**config.mk**
```make
export PLATFORM = sky130hd
export DESIGN_NAME = pwm_drive_cond
export DESIGN_NICKNAME = d
export VERILOG_FILES = /design/src/rtl/pwm_drive_pkg.sv /design/src/rtl/pwm_phase_lane.sv /design/src/rtl/pwm_trip_latch.sv /design/src/rtl/pwm_drive_cond.sv
export SDC_FILE = /design/constraint.sdc
export NUM_CORES = 1
export LEC_CHECK = 0
export CORE_AREA = 2 2 39 41
export DETAILED_ROUTE_END_ITERATION = 12
export DIE_AREA = 0 0 41 43
export DONT_BUFFER_PORTS = 1
export PLACE_DENSITY = 0.43
export SLEW_MARGIN = 25
export SYNTH_ARGS = -nofsm -noshare
export SYNTH_HDL_FRONTEND = slang
export SYNTH_HIERARCHICAL = 1
export SYNTH_SLANG_ARGS = --single-unit
```
**constraint.sdc**
```tcl
create_clock -name clk -period 3.3 [get_ports clk]
set_clock_uncertainty 0.2 [all_clocks]
set_input_delay 0.99 -clock clk [delete_from_list [all_inputs] [get_ports clk]]
set_output_delay 0.99 -clock clk [all_outputs]
set_load 0.02 [all_outputs]
```
**src/rtl/pwm_drive_pkg.sv**
```systemverilog
// Package: shared sizes and the bit layout of the segment control word.
// Assumes three phases; the disable bits are laid out per pin, high side first.
package pwm_drive_pkg;
    localparam int NPH   = 3;
    localparam int SEG_W = 2 * NPH + NPH;

    // Bit position of the swap control for phase p
    function automatic int xov_bit(input int p);
        return p;
    endfunction

    // Bit position of the high-side disable for phase p
    function automatic int dis_hi_bit(input int p);
        return NPH + 2 * p;
    endfunction

    // Bit position of the low-side disable for phase p
    function automatic int dis_lo_bit(input int p);
        return NPH + 2 * p + 1;
    endfunction
endpackage

```
**src/rtl/pwm_phase_lane.sv**
```systemverilog
// Module: combinational swap-then-mask path for one phase pair.
// Assumes the caller registers the results; PH selects the control bits used.
module pwm_phase_lane
    import pwm_drive_pkg::*;
#(
    parameter int PH = 0
) (
    input  logic             raw_hi,
    input  logic             raw_lo,
    input  logic [SEG_W-1:0] seg_ctl,
    output logic             pin_hi,
    output logic             pin_lo
);
    localparam int XB = xov_bit(PH);
    localparam int HB = dis_hi_bit(PH);
    localparam int LB = dis_lo_bit(PH);

    logic sw_hi;
    logic sw_lo;

    // Route the pair straight through or crossed over
    always_comb begin
        if (seg_ctl[XB]) begin
            sw_hi = raw_lo;
            sw_lo = raw_hi;
        end else begin
            sw_hi = raw_hi;
            sw_lo = raw_lo;
        end
    end

    // Apply the per-pin disables after the swap
    always_comb begin
        pin_hi = sw_hi & ~seg_ctl[HB];
        pin_lo = sw_lo & ~seg_ctl[LB];
    end
endmodule

```
**src/rtl/pwm_trip_latch.sv**
```systemverilog
// Module: two-flop synchronizer, sticky trip latch and the interrupt pulse.
// Assumes trip_in may be asynchronous and trip_clr is synchronous to clk.
module pwm_trip_latch (
    input  logic clk,
    input  logic rst_n,
    input  logic trip_in,
    input  logic trip_clr,
    output logic latch_nx,
    output logic latched,
    output logic irq
);
    logic sync1;
    logic sync2;

    // Bring the trip request into the clock domain
    always_ff @(posedge clk) begin
        if (!rst_n) begin
            sync1 <= 1'b0;
            sync2 <= 1'b0;
        end else begin
            sync1 <= trip_in;
            sync2 <= sync1;
        end
    end

    // The next latch state: a synchronized trip wins over a clear
    always_comb latch_nx = sync2 | (latched & ~trip_clr);

    // Hold the latch and pulse the interrupt when it is newly set
    always_ff @(posedge clk) begin
        if (!rst_n) begin
            latched <= 1'b0;
            irq     <= 1'b0;
        end else begin
            latched <= latch_nx;
            irq     <= latch_nx & ~latched;
        end
    end


    irq_on_set_chk: assert property (@(posedge clk) disable iff (!rst_n)
        irq |-> (latched && !$past(latched)));

    irq_single_chk: assert property (@(posedge clk) disable iff (!rst_n)
        irq |=> !irq);

    latch_sticky_chk: assert property (@(posedge clk) disable iff (!rst_n)
        (latched && !trip_clr) |=> latched);
endmodule

```
**src/rtl/pwm_drive_cond.sv**
```systemverilog
// Module: top level of the PWM drive conditioner. One lane per phase feeds
// a bank of output registers, and the trip latch forces every pin low.
// Assumes rst_n is synchronous and held low for at least one edge.
module pwm_drive_cond
    import pwm_drive_pkg::*;
(
    input  logic             clk,
    input  logic             rst_n,
    input  logic [NPH-1:0]   raw_hi,
    input  logic [NPH-1:0]   raw_lo,
    input  logic [SEG_W-1:0] seg_ctl,
    input  logic             trip_in,
    input  logic             trip_clr,
    output logic [NPH-1:0]   drv_hi,
    output logic [NPH-1:0]   drv_lo,
    output logic             trip_irq
);
    logic [NPH-1:0] pin_hi;
    logic [NPH-1:0] pin_lo;
    logic           kill;
    logic           tripped;

    // One swap-and-mask lane per phase
    for (genvar p = 0; p < NPH; p++) begin : g_lane
        pwm_phase_lane #(.PH(p)) u_lane (
            .raw_hi (raw_hi[p]),
            .raw_lo (raw_lo[p]),
            .seg_ctl(seg_ctl),
            .pin_hi (pin_hi[p]),
            .pin_lo (pin_lo[p])
        );
    end

    pwm_trip_latch u_trip (
        .clk     (clk),
        .rst_n   (rst_n),
        .trip_in (trip_in),
        .trip_clr(trip_clr),
        .latch_nx(kill),
        .latched (tripped),
        .irq     (trip_irq)
    );

    // Register the drive pins, forced low on the edge the trip sets
    always_ff @(posedge clk) begin
        if (!rst_n) begin
            drv_hi <= '0;
            drv_lo <= '0;
        end else if (kill) begin
            drv_hi <= '0;
            drv_lo <= '0;
        end else begin
            drv_hi <= pin_hi;
            drv_lo <= pin_lo;
        end
    end


    trip_quiet_chk: assert property (@(posedge clk) disable iff (!rst_n)
        tripped |-> (drv_hi == '0 && drv_lo == '0));

    ah_disable_chk: assert property (@(posedge clk) disable iff (!rst_n)
        $past(seg_ctl[dis_hi_bit(0)]) |-> !drv_hi[0]);

    cl_disable_chk: assert property (@(posedge clk) disable iff (!rst_n)
        $past(seg_ctl[dis_lo_bit(NPH-1)]) |-> !drv_lo[NPH-1]);
endmodule

```
# Word level (Yosys, flattened, before mapping)
# Cells that the tools add are included.
totals:
  wordCells: 31
  input_bits: 19
  n_memories: 0
  rom_bits: 0
  latch_bits: 0
  ram_bits: 0
  register_bits: 10
  output_inout_bits: 7
classes:
  div: 0
  shift: 0
  magnitude_cmp: 0
  eq_ne: 0
  muxes: 6
  mul: 0
  n_addsub: 0
  bitwise_logic: 18
  reduce_logical: 1
ops:
  columns: ["op", "count"]
  rows:
  - ["$not 1->1", 9]
  - ["$and 1x1->1", 8]
  - ["$mux 1", 6]
  - ["$reduce_or 2->1", 1]
  - ["$or 1x1->1", 1]

# Depth between registers and ports, before layout
# Gate-level depths: netlist of the first run.
logic_depth:
  depth_word: 4
  ltp_mapped: 3
  depth_no_buf: 3

# Modules after synthesis
# Netlist of the first run, hierarchy kept.
by_module_without_submodules:
  columns: ["mod", "instances", "cells_each", "area_per_inst_um2"]
  rows:
  - ["pwm_drive_cond", 1, 12, 172.7]
  - ["pwm_trip_latch", 1, 11, 127.6]
  - ["pwm_phase_lane", 3, 4, 27.5]

# Least setup slack after synthesis of the first run
# OpenSTA, ideal clock, no wires.
synth_timing:
  kind: "input to register"
  from: "in trip_clr"
  to: "reg drv_hi[0]"
  t_arrival_ns: 1.442
  path_buffers: 0
  setup_time_ns: 0.060
  path_slack_ns: 1.599
  path_stages: 3
  path_cell_list: "nor2b_4 or2_1 and3b_1"
synth_via:
  elab_chain_len: 4
synth_rtl:
  columns: ["element", "line_no", "source"]
  rows:
  - ["start, declared", "pwm_drive_cond.sv:13", "input logic trip_clr,"]
  - ["$not 1->1", "pwm_trip_latch.sv:27", "always_comb latch_nx = sync2 | (latched & ~trip_clr);"]
  - ["$and 1x1->1", "pwm_trip_latch.sv:27", null]
  - ["$or 1x1->1", "pwm_trip_latch.sv:27", null]
  - ["net kill", "pwm_drive_cond.sv:20", "logic kill;"]
  - ["$reduce_or 2->1 (no source line)", null, null]
  - ["end signal, assigned", "pwm_drive_cond.sv:53", "drv_hi <= pin_hi;"]
  - ["end, declared", "pwm_drive_cond.sv:14", "output logic [NPH-1:0] drv_hi,"]
# The timed path passes the listed nets, and every way through them passes these cells.
# A chain may end at the register's enable or synchronous reset.

# Worst setup path in the final report of the first run
layout_timing:
  from: "reg drv_hi[0]"
  to: "out drv_hi[0]"
# No word-level cell between the ends.

==> results.toml, run 1 <==
[run_status]
status = "finished, final reports clean"

[power_and_ir_drop]
peakVddDrop_uv = 154.8
p_total_w = 0.0002535
p_per_area_nw_per_um2 = 577.3
leakagePower_nw = 0.2087

[die]
die_y_um = 43
dieArea_um2 = 1763
start_util_pct = 27.67
die_x_um = 41
num_rows = 14
ios = 26
core-area_um2 = 1384

[route]
drtAntennaViolNets = 0
vias = 248
wl_met2_um = 354
routed.top_layer = "met3"
vias_per_cell = 4.509
dr.pass1.iters = 1
wl_met1_um = 235
routed_wl_um = 679
drt-initial-drc-count = 0
met3_length_um = 89
drc = 0
wire_per_inst_um = 12.35

[sta]
finalSetupTns_ns = 0
rsz0062_at_grt = "false"
fin_crit_sh_pct = 57.10
worstMarginPinSlew_ns = 0.2134
final_max_slew_viol_count = 0
slew_headroom_pct = 85.75
hold_viol = 0
fin_crit_ns = 1.884
setup_viol = 0
fmax_ghz = 0.5307

[clock_tree]
cts_tree = "built"
clockBufferDepth = 2
cts_buffers = 3
cts_resized = 0
cts_hold_buffers = 0
cts_max_level = 1
clock_insertion_delay_worst_skew_ns = 0.26
cts_setup_buffers = 0
ctsRootBufferMaster = "clkbuf_4"
clock-sinks = 10
path_clk_slew_ns = 0.07

[layout]
n_antenna_cell = 0
most-common-layout-cells = "dfxtp_1, nor2_1, and3b_1, mux2i_1, clkbuf_4"
area_growth_pct = 14.71
fin_nets = 59
drive_above_1_share_pct = 12.82
final_common_cell = "dfxtp_1"

[worst_setup_path]
cp.arrival_ns = 0.69
startpoint_type = "register"
crit_fanout = 1
r2r_cells = 3
required_ns = 2.11
r2r-start = "u_trip/latched"
rrSetupSlack_ns = 2.11
critPathCaptureType = "output port"
r2r-end = "drv_lo[2]"
path_class = "register to output port"

[job]
maxCapViolCount = 0

[logic_synthesis]
ys_types = 9
yosysWarnings = 6
ys_seq_area_share_pct = 52.29
synth.net_count = 54
syn_area_per_cell_um2 = 10.94
synth_area_um2 = 382.9
syn_inst = 35
synth_seq_cells = 10

[global_route]
grt_max_degree = 11
grt_pass1_vias = 278
grt_pass1_wl_mm = 1.076
antenna_found_initial = 0
track_usage_pct = 9.658
overflow = 0

[place]
gp_congestion = 0.4912
io_buffer_count = 0
hpwl_um = 557.4

[hold_path]
hp-start = "u_trip/latched"
min_to = "u_trip/irq"
whs_path_depth = 1
hold_path.class = "register to register"
## registers in the layout, summed over array words and instances, names as in the netlist
signal	cells
drv_hi	3
drv_lo	3
u_trip/irq	1
u_trip/latched	1
u_trip/sync1	1
u_trip/sync2	1
## cell type report
cell class / count / area, um^2
clock buffer: 4 / 36.28
fill: 153 / 944.7
multi-input combinational: 25 / 182.7
sequential: 10 / 200.2
tap: 16 / 20.02
## worst max path at each step
stage	startpoint	endpoint	slack (ns)	cells past startpoint
after floorplan	trip_clr	drv_hi[0]	1.60	3
after global placement	trip_clr	drv_lo[0]	1.52	3
after detailed placement	trip_clr	drv_lo[0]	1.50	3
after CTS	drv_hi[0]	drv_hi[0]	1.40	0
after global routing	drv_lo[1]	drv_lo[1]	1.38	0
final	drv_hi[0]	drv_hi[0]	1.42	0
## cell usage after synthesis
cell	n	area share, %
nor2_1	7	6.9
o21a_1	1	2.0
and3b_1	6	14
nor2b_4	1	3.6
mux2i_1	6	16
and2_1	2	3.3
nand2_1	1	0.98
dfxtp_1	10	52
or2_1	1	1.6
## logic make-up after synthesis
family,share of synthesized area (%)
AND/OR/NAND/NOR,30.07
flip-flops,52.29
multiplexers,15.69
AO/OA/AOI/OAI,1.962
## metrics by stage
stage / instances / instance area [um^2] / setup slack, ns / hold slack, ns / util [%]
2_1_floorplan: 35 / 382.9 / 1.599 / 0.1902 / -
3_3_place_gp: 51 / 402.9 / 1.517 / 0.1958 / 29.11
3_5_place_dp: 51 / 402.9 / 1.498 / 0.2039 / 29.11
4_1_cts: 55 / 439.2 / 1.396 / 0.2139 / 31.74
5_1_grt: 55 / 439.2 / 1.378 / 0.2234 / 31.74
6_report: 55 / 439.2 / 1.416 / 0.2126 / 31.74
## where the power goes
group	switching, W	leakage, nW	internal (W)
sequential	0.00000653	0.0820	0.000126
combinational	0.00000445	0.106	0.00000890
clock	0.0000407	0.0210	0.0000669
## routing by layer
metal,GRT usage (%),vias to the layer above
met4,8.000,0
li1,-,127
met2,15.00,15
met3,5.759,0
met5,0,-
met1,8.091,106
(Power assumes the default switching activity.)
==> run 2: changes to the inputs <==
--- a/config.mk
+++ b/config.mk
@@ -9,7 +9,7 @@
 export DETAILED_ROUTE_END_ITERATION = 12
 export DIE_AREA = 0 0 41 43
 export DONT_BUFFER_PORTS = 1
-export PLACE_DENSITY = 0.43
+export PLACE_DENSITY = 0.45
 export SLEW_MARGIN = 25
 export SYNTH_ARGS = -nofsm -noshare
 export SYNTH_HDL_FRONTEND = slang
==> constraint.sdc (replaced) <==
create_clock -name clk -period 1.65 [get_ports clk]
set_clock_uncertainty 0.2 [all_clocks]
set_input_delay 0.495 -clock clk [delete_from_list [all_inputs] [get_ports clk]]
set_output_delay 0.495 -clock clk [all_outputs]
set_load 0.02 [all_outputs]
==> results.toml, run 2 (same netlist as run 1, synthesis figures left out) <==
[run_status]
status = "finished, final reports clean"

[clock_tree]
clock_insertion_delay_worst_skew_ns = 0.26
cts_max_level = 1
cts_buffers = 3
ctsRootBufferMaster = "clkbuf_4"
cts_tree = "built"
clock-sinks = 10
clockBufferDepth = 2
cts_setup_buffers = 0
cts_resized = 0
path_clk_slew_ns = 0.06
cts_hold_buffers = 0

[hold_path]
hold_path.class = "input pin to register"
hp-start = "rst_n"

[layout]
area_growth_pct = 14.71
fin_nets = 59
drive_above_1_share_pct = 12.82
final_util_pct = 31.74
seq_area_um2 = 200.2
n_antenna_cell = 0
most-common-layout-cells = "dfxtp_1, nor2_1, and3b_1, mux2i_1, clkbuf_4"
multiInputGateArea_um2 = 182.7
final_common_cell = "dfxtp_1"
design_area_um2 = 439.2
reg.largest.list = "drv_hi (3), drv_lo (3)"
fill_cells = 150

[global_route]
track_usage_pct = 10.47
grt_max_degree = 11
overflow = 0
antenna_found_initial = 0
grt_pass1_wl_mm = 1.131
grt_pass1_vias = 286

[worst_setup_path]
required_ns = 0.95
startpoint_type = "register"
r2r-start = "u_trip/latched"
critPathCaptureType = "output port"
path_class = "register to output port"
crit_fanout = 1
cp.arrival_ns = 0.69
cp-startpoint = "drv_lo[1]"

[route]
dr.pass1.iters = 1
drc = 0
wire_per_inst_um = 12.31
drt-initial-drc-count = 0
vias_per_cell = 4.691
vias = 258
routed_wl_um = 677
drtAntennaViolNets = 0

[sta]
setup_viol = 0
hold_viol = 0
rsz0062_at_grt = "false"
fin_crit_sh_pct = 83.87
fin_crit_ns = 1.384
fmax_ghz = 0.7226
worstMarginPinSlew_ns = 0.2095
finalSetupTns_ns = 0
slew_headroom_pct = 86.02
final_max_slew_viol_count = 0

[place]
gp_congestion = 0.5812
post_dp_cell_area_um2 = 402.9
io_buffer_count = 0

[power_and_ir_drop]
p_per_area_nw_per_um2 = 1149
peakVddDrop_uv = 406.4
leakagePower_nw = 0.2087

[die]
num_rows = 14
dieArea_um2 = 1763
core-area_um2 = 1384
start_util_pct = 27.67
ios = 26
die_y_um = 43
die_x_um = 41

[job]
maxCapViolCount = 0
[run 2: worst paths after layout]
| check | endpoint | slack (ns) | depth (start not counted) |
|---|---|---|---|
| setup / recovery | drv_lo[1] | 0.27 | 0 |
| hold / removal | u_trip/irq | 0.15 | 2 |
| setup reg to reg | drv_lo[1] | 0.46 | 3 |
| hold reg to reg | u_trip/irq | 0.21 | 1 |
[run 2: report_power, final]
group	total (W)	switching (W)	internal, W
logic	0.0000267	0.00000889	0.0000178
clock network	0.000213	0.0000789	0.000134
registers	0.000265	0.0000130	0.000252
total	0.000505	0.000101	0.000404
[run 2: metrics by stage]
stage | worst slack [ns] | hold slack [ns] | cells | total power, W
after floorplan | 0.4438 | 0.1902 | 35 | 0.0002937
after global placement | 0.3679 | 0.1962 | 51 | 0.0002967
after detailed placement | 0.3338 | 0.2046 | 51 | 0.0002984
after CTS | 0.2421 | 0.1299 | 55 | 0.0005186
after global routing | 0.2241 | 0.1338 | 55 | 0.0005326
final | 0.2661 | 0.1457 | 55 | 0.0005047
[run 2: cell type report]
type	instances	share of cell area (%)
multi-input cells	25	41.60
clock buffers	4	8.262
well taps	16	4.558
flip-flops and latches	10	45.58
[run 2: metal layers]
layer	global-route usage, %	part of all wire, %	up-vias
met5	0	0	-
met4	6.000	1.0	0
met3	10.47	15	2
met2	15.00	53	17
met1	8.766	31	113
li1	-	-	126
==> run 3: changes to the inputs <==
==> constraint.sdc (replaced) <==
create_clock -name clk -period 1.13 [get_ports clk]
set_clock_uncertainty 0.2 [all_clocks]
set_input_delay 0.339 -clock clk [delete_from_list [all_inputs] [get_ports clk]]
set_output_delay 0.339 -clock clk [all_outputs]
set_load 0.02 [all_outputs]
==> results.toml, run 3 (same netlist as run 1, synthesis figures left out) <==
[worst_setup_path]
required_ns = 0.59
r2r_cells = 3
rrSetupSlack_ns = -0.03
cp-startpoint = "drv_lo[1]"
r2r-start = "u_trip/latched"
path_class = "register to output port"
cp.depth = 0
startpoint_type = "register"
cp.arrival_ns = 0.64
critPathCaptureType = "output port"
endpoint = "drv_lo[1]"
r2r-end = "drv_lo[1]"
crit_fanout = 1

[power_and_ir_drop]
power_frac_clock_pct = 42.3
p_seq_share_pct = 51.0
p_per_area_nw_per_um2 = 1489
swShare_pct = 20.72
intPower_w = 0.0005893
combPwrFrac_pct = 6.6
p_total_w = 0.0007432
power.switching_w = 0.0001540
leakagePower_nw = 0.2370
peakVddDrop_uv = 662.9

[layout]
reg.largest.list = "drv_hi (3), drv_lo (3)"
fill_cells = 149
fin_nets = 62
n_antenna_cell = 0
drive_above_1_share_pct = 35.71
area_growth_pct = 30.39
most-common-layout-cells = "dfxtp_4, nor2_1, and3b_1, mux2i_1, clkbuf_4"
final_util_pct = 36.08

[die]
die_y_um = 43
dieArea_um2 = 1763
start_util_pct = 27.67
num_rows = 14
core-area_um2 = 1384
ios = 26
die_x_um = 41

[clock_tree]
cts_buffers = 3
cts_max_level = 1
clock-sinks = 10
ctsRootBufferMaster = "clkbuf_4"
clock_insertion_delay_worst_skew_ns = 0.26
clockBufferDepth = 2
cts_tree = "built"
path_clk_slew_ns = 0.06

[place]
io_buffer_count = 0
dp_slack_ns = -0.06312
gp_congestion = 0.5812

[sta]
rsz0062_at_grt = "true"
worstMarginPinSlew_ns = 0.1276
fmax_ghz = 0.8512
setup_viol = 13
final_max_slew_viol_count = 0
slew_headroom_pct = 91.25
setup_ws_ns = -0.04482
fin_hold_ws_ns = 0.03010
fin_crit_sh_pct = 104.0
hold_viol = 0
fin_crit_ns = 1.175

[run_status]
status = "complete, but fails checks"
violations = "setup timing"

[global_route]
overflow = 0
antenna_found_initial = 0
grt_max_degree = 8
track_usage_pct = 10.78
grt_pass1_vias = 297
grt_pass1_wl_mm = 1.173

[hold_path]
hp-start = "rst_n"
hold_path.class = "input pin to register"

[route]
drc = 0
drtAntennaViolNets = 0
wire_per_inst_um = 12.81
vias = 269
vias_per_cell = 4.638
routed_wl_um = 743
dr.pass1.iters = 2
drt-initial-drc-count = 1

[job]
maxCapViolCount = 0
-- run 3: how the worst min path moves through the flow --
stage / slack (ns) / cells past startpoint / end
final: 0.03 / 1 / drv_hi[0]
after global routing: 0.01 / 1 / drv_hi[0]
after CTS: 0.02 / 1 / drv_lo[0]
after detailed placement: 0.20 / 1 / u_trip/irq
after global placement: 0.20 / 1 / u_trip/irq
after floorplan: 0.19 / 1 / u_trip/irq
-- run 3: per-stage QoR --
stage | cell area, um^2 | TNS, ns | instances
global route | 499.2 | -0.7819 | 58
floorplan | 382.9 | 0 | 35
detailed placement | 402.9 | -0.2946 | 51
global placement | 402.9 | -0.1379 | 51
CTS | 488.0 | -0.5266 | 57
finish | 499.2 | -0.4005 | 58
-- run 3: layout make-up --
class,count,area [um^2],area share [%]
sequential,10,227.7,45.61
clock buffer,4,36.28,7.268
timing repair buffer,3,30.03,6.015
tap,16,20.02,4.010
multi-input combinational,25,185.2,37.09
-- run 3: timing repair --
action	in CTS	in global routing
gates resized for setup	15	2
hold buffers	2	0
hold endpoints to repair	4	0
setup endpoints to repair	13	15
buffers inserted	0	1
-- run 3: per-layer routing --
| layer | up-vias | share of wire [%] | global-route usage (%) |
|---|---|---|---|
| met3 | 2 | 15 | 10.47 |
| met1 | 118 | 32 | 7.792 |
| met5 | - | 0 | 0 |
| met4 | 0 | 0.94 | 6.000 |
| li1 | 132 | - | - |
| met2 | 17 | 52 | 16.88 |
-- run 3: power by group through the flow --
stage                     Sequential [W]  Clock, W  Combinational (W)
after global placement          0.000396         0          0.0000376
after detailed placement        0.000396         0          0.0000399
after floorplan                 0.000394         0          0.0000348
final                           0.000379  0.000315          0.0000494
after global routing            0.000381  0.000347          0.0000555
after CTS                       0.000379  0.000329          0.0000484
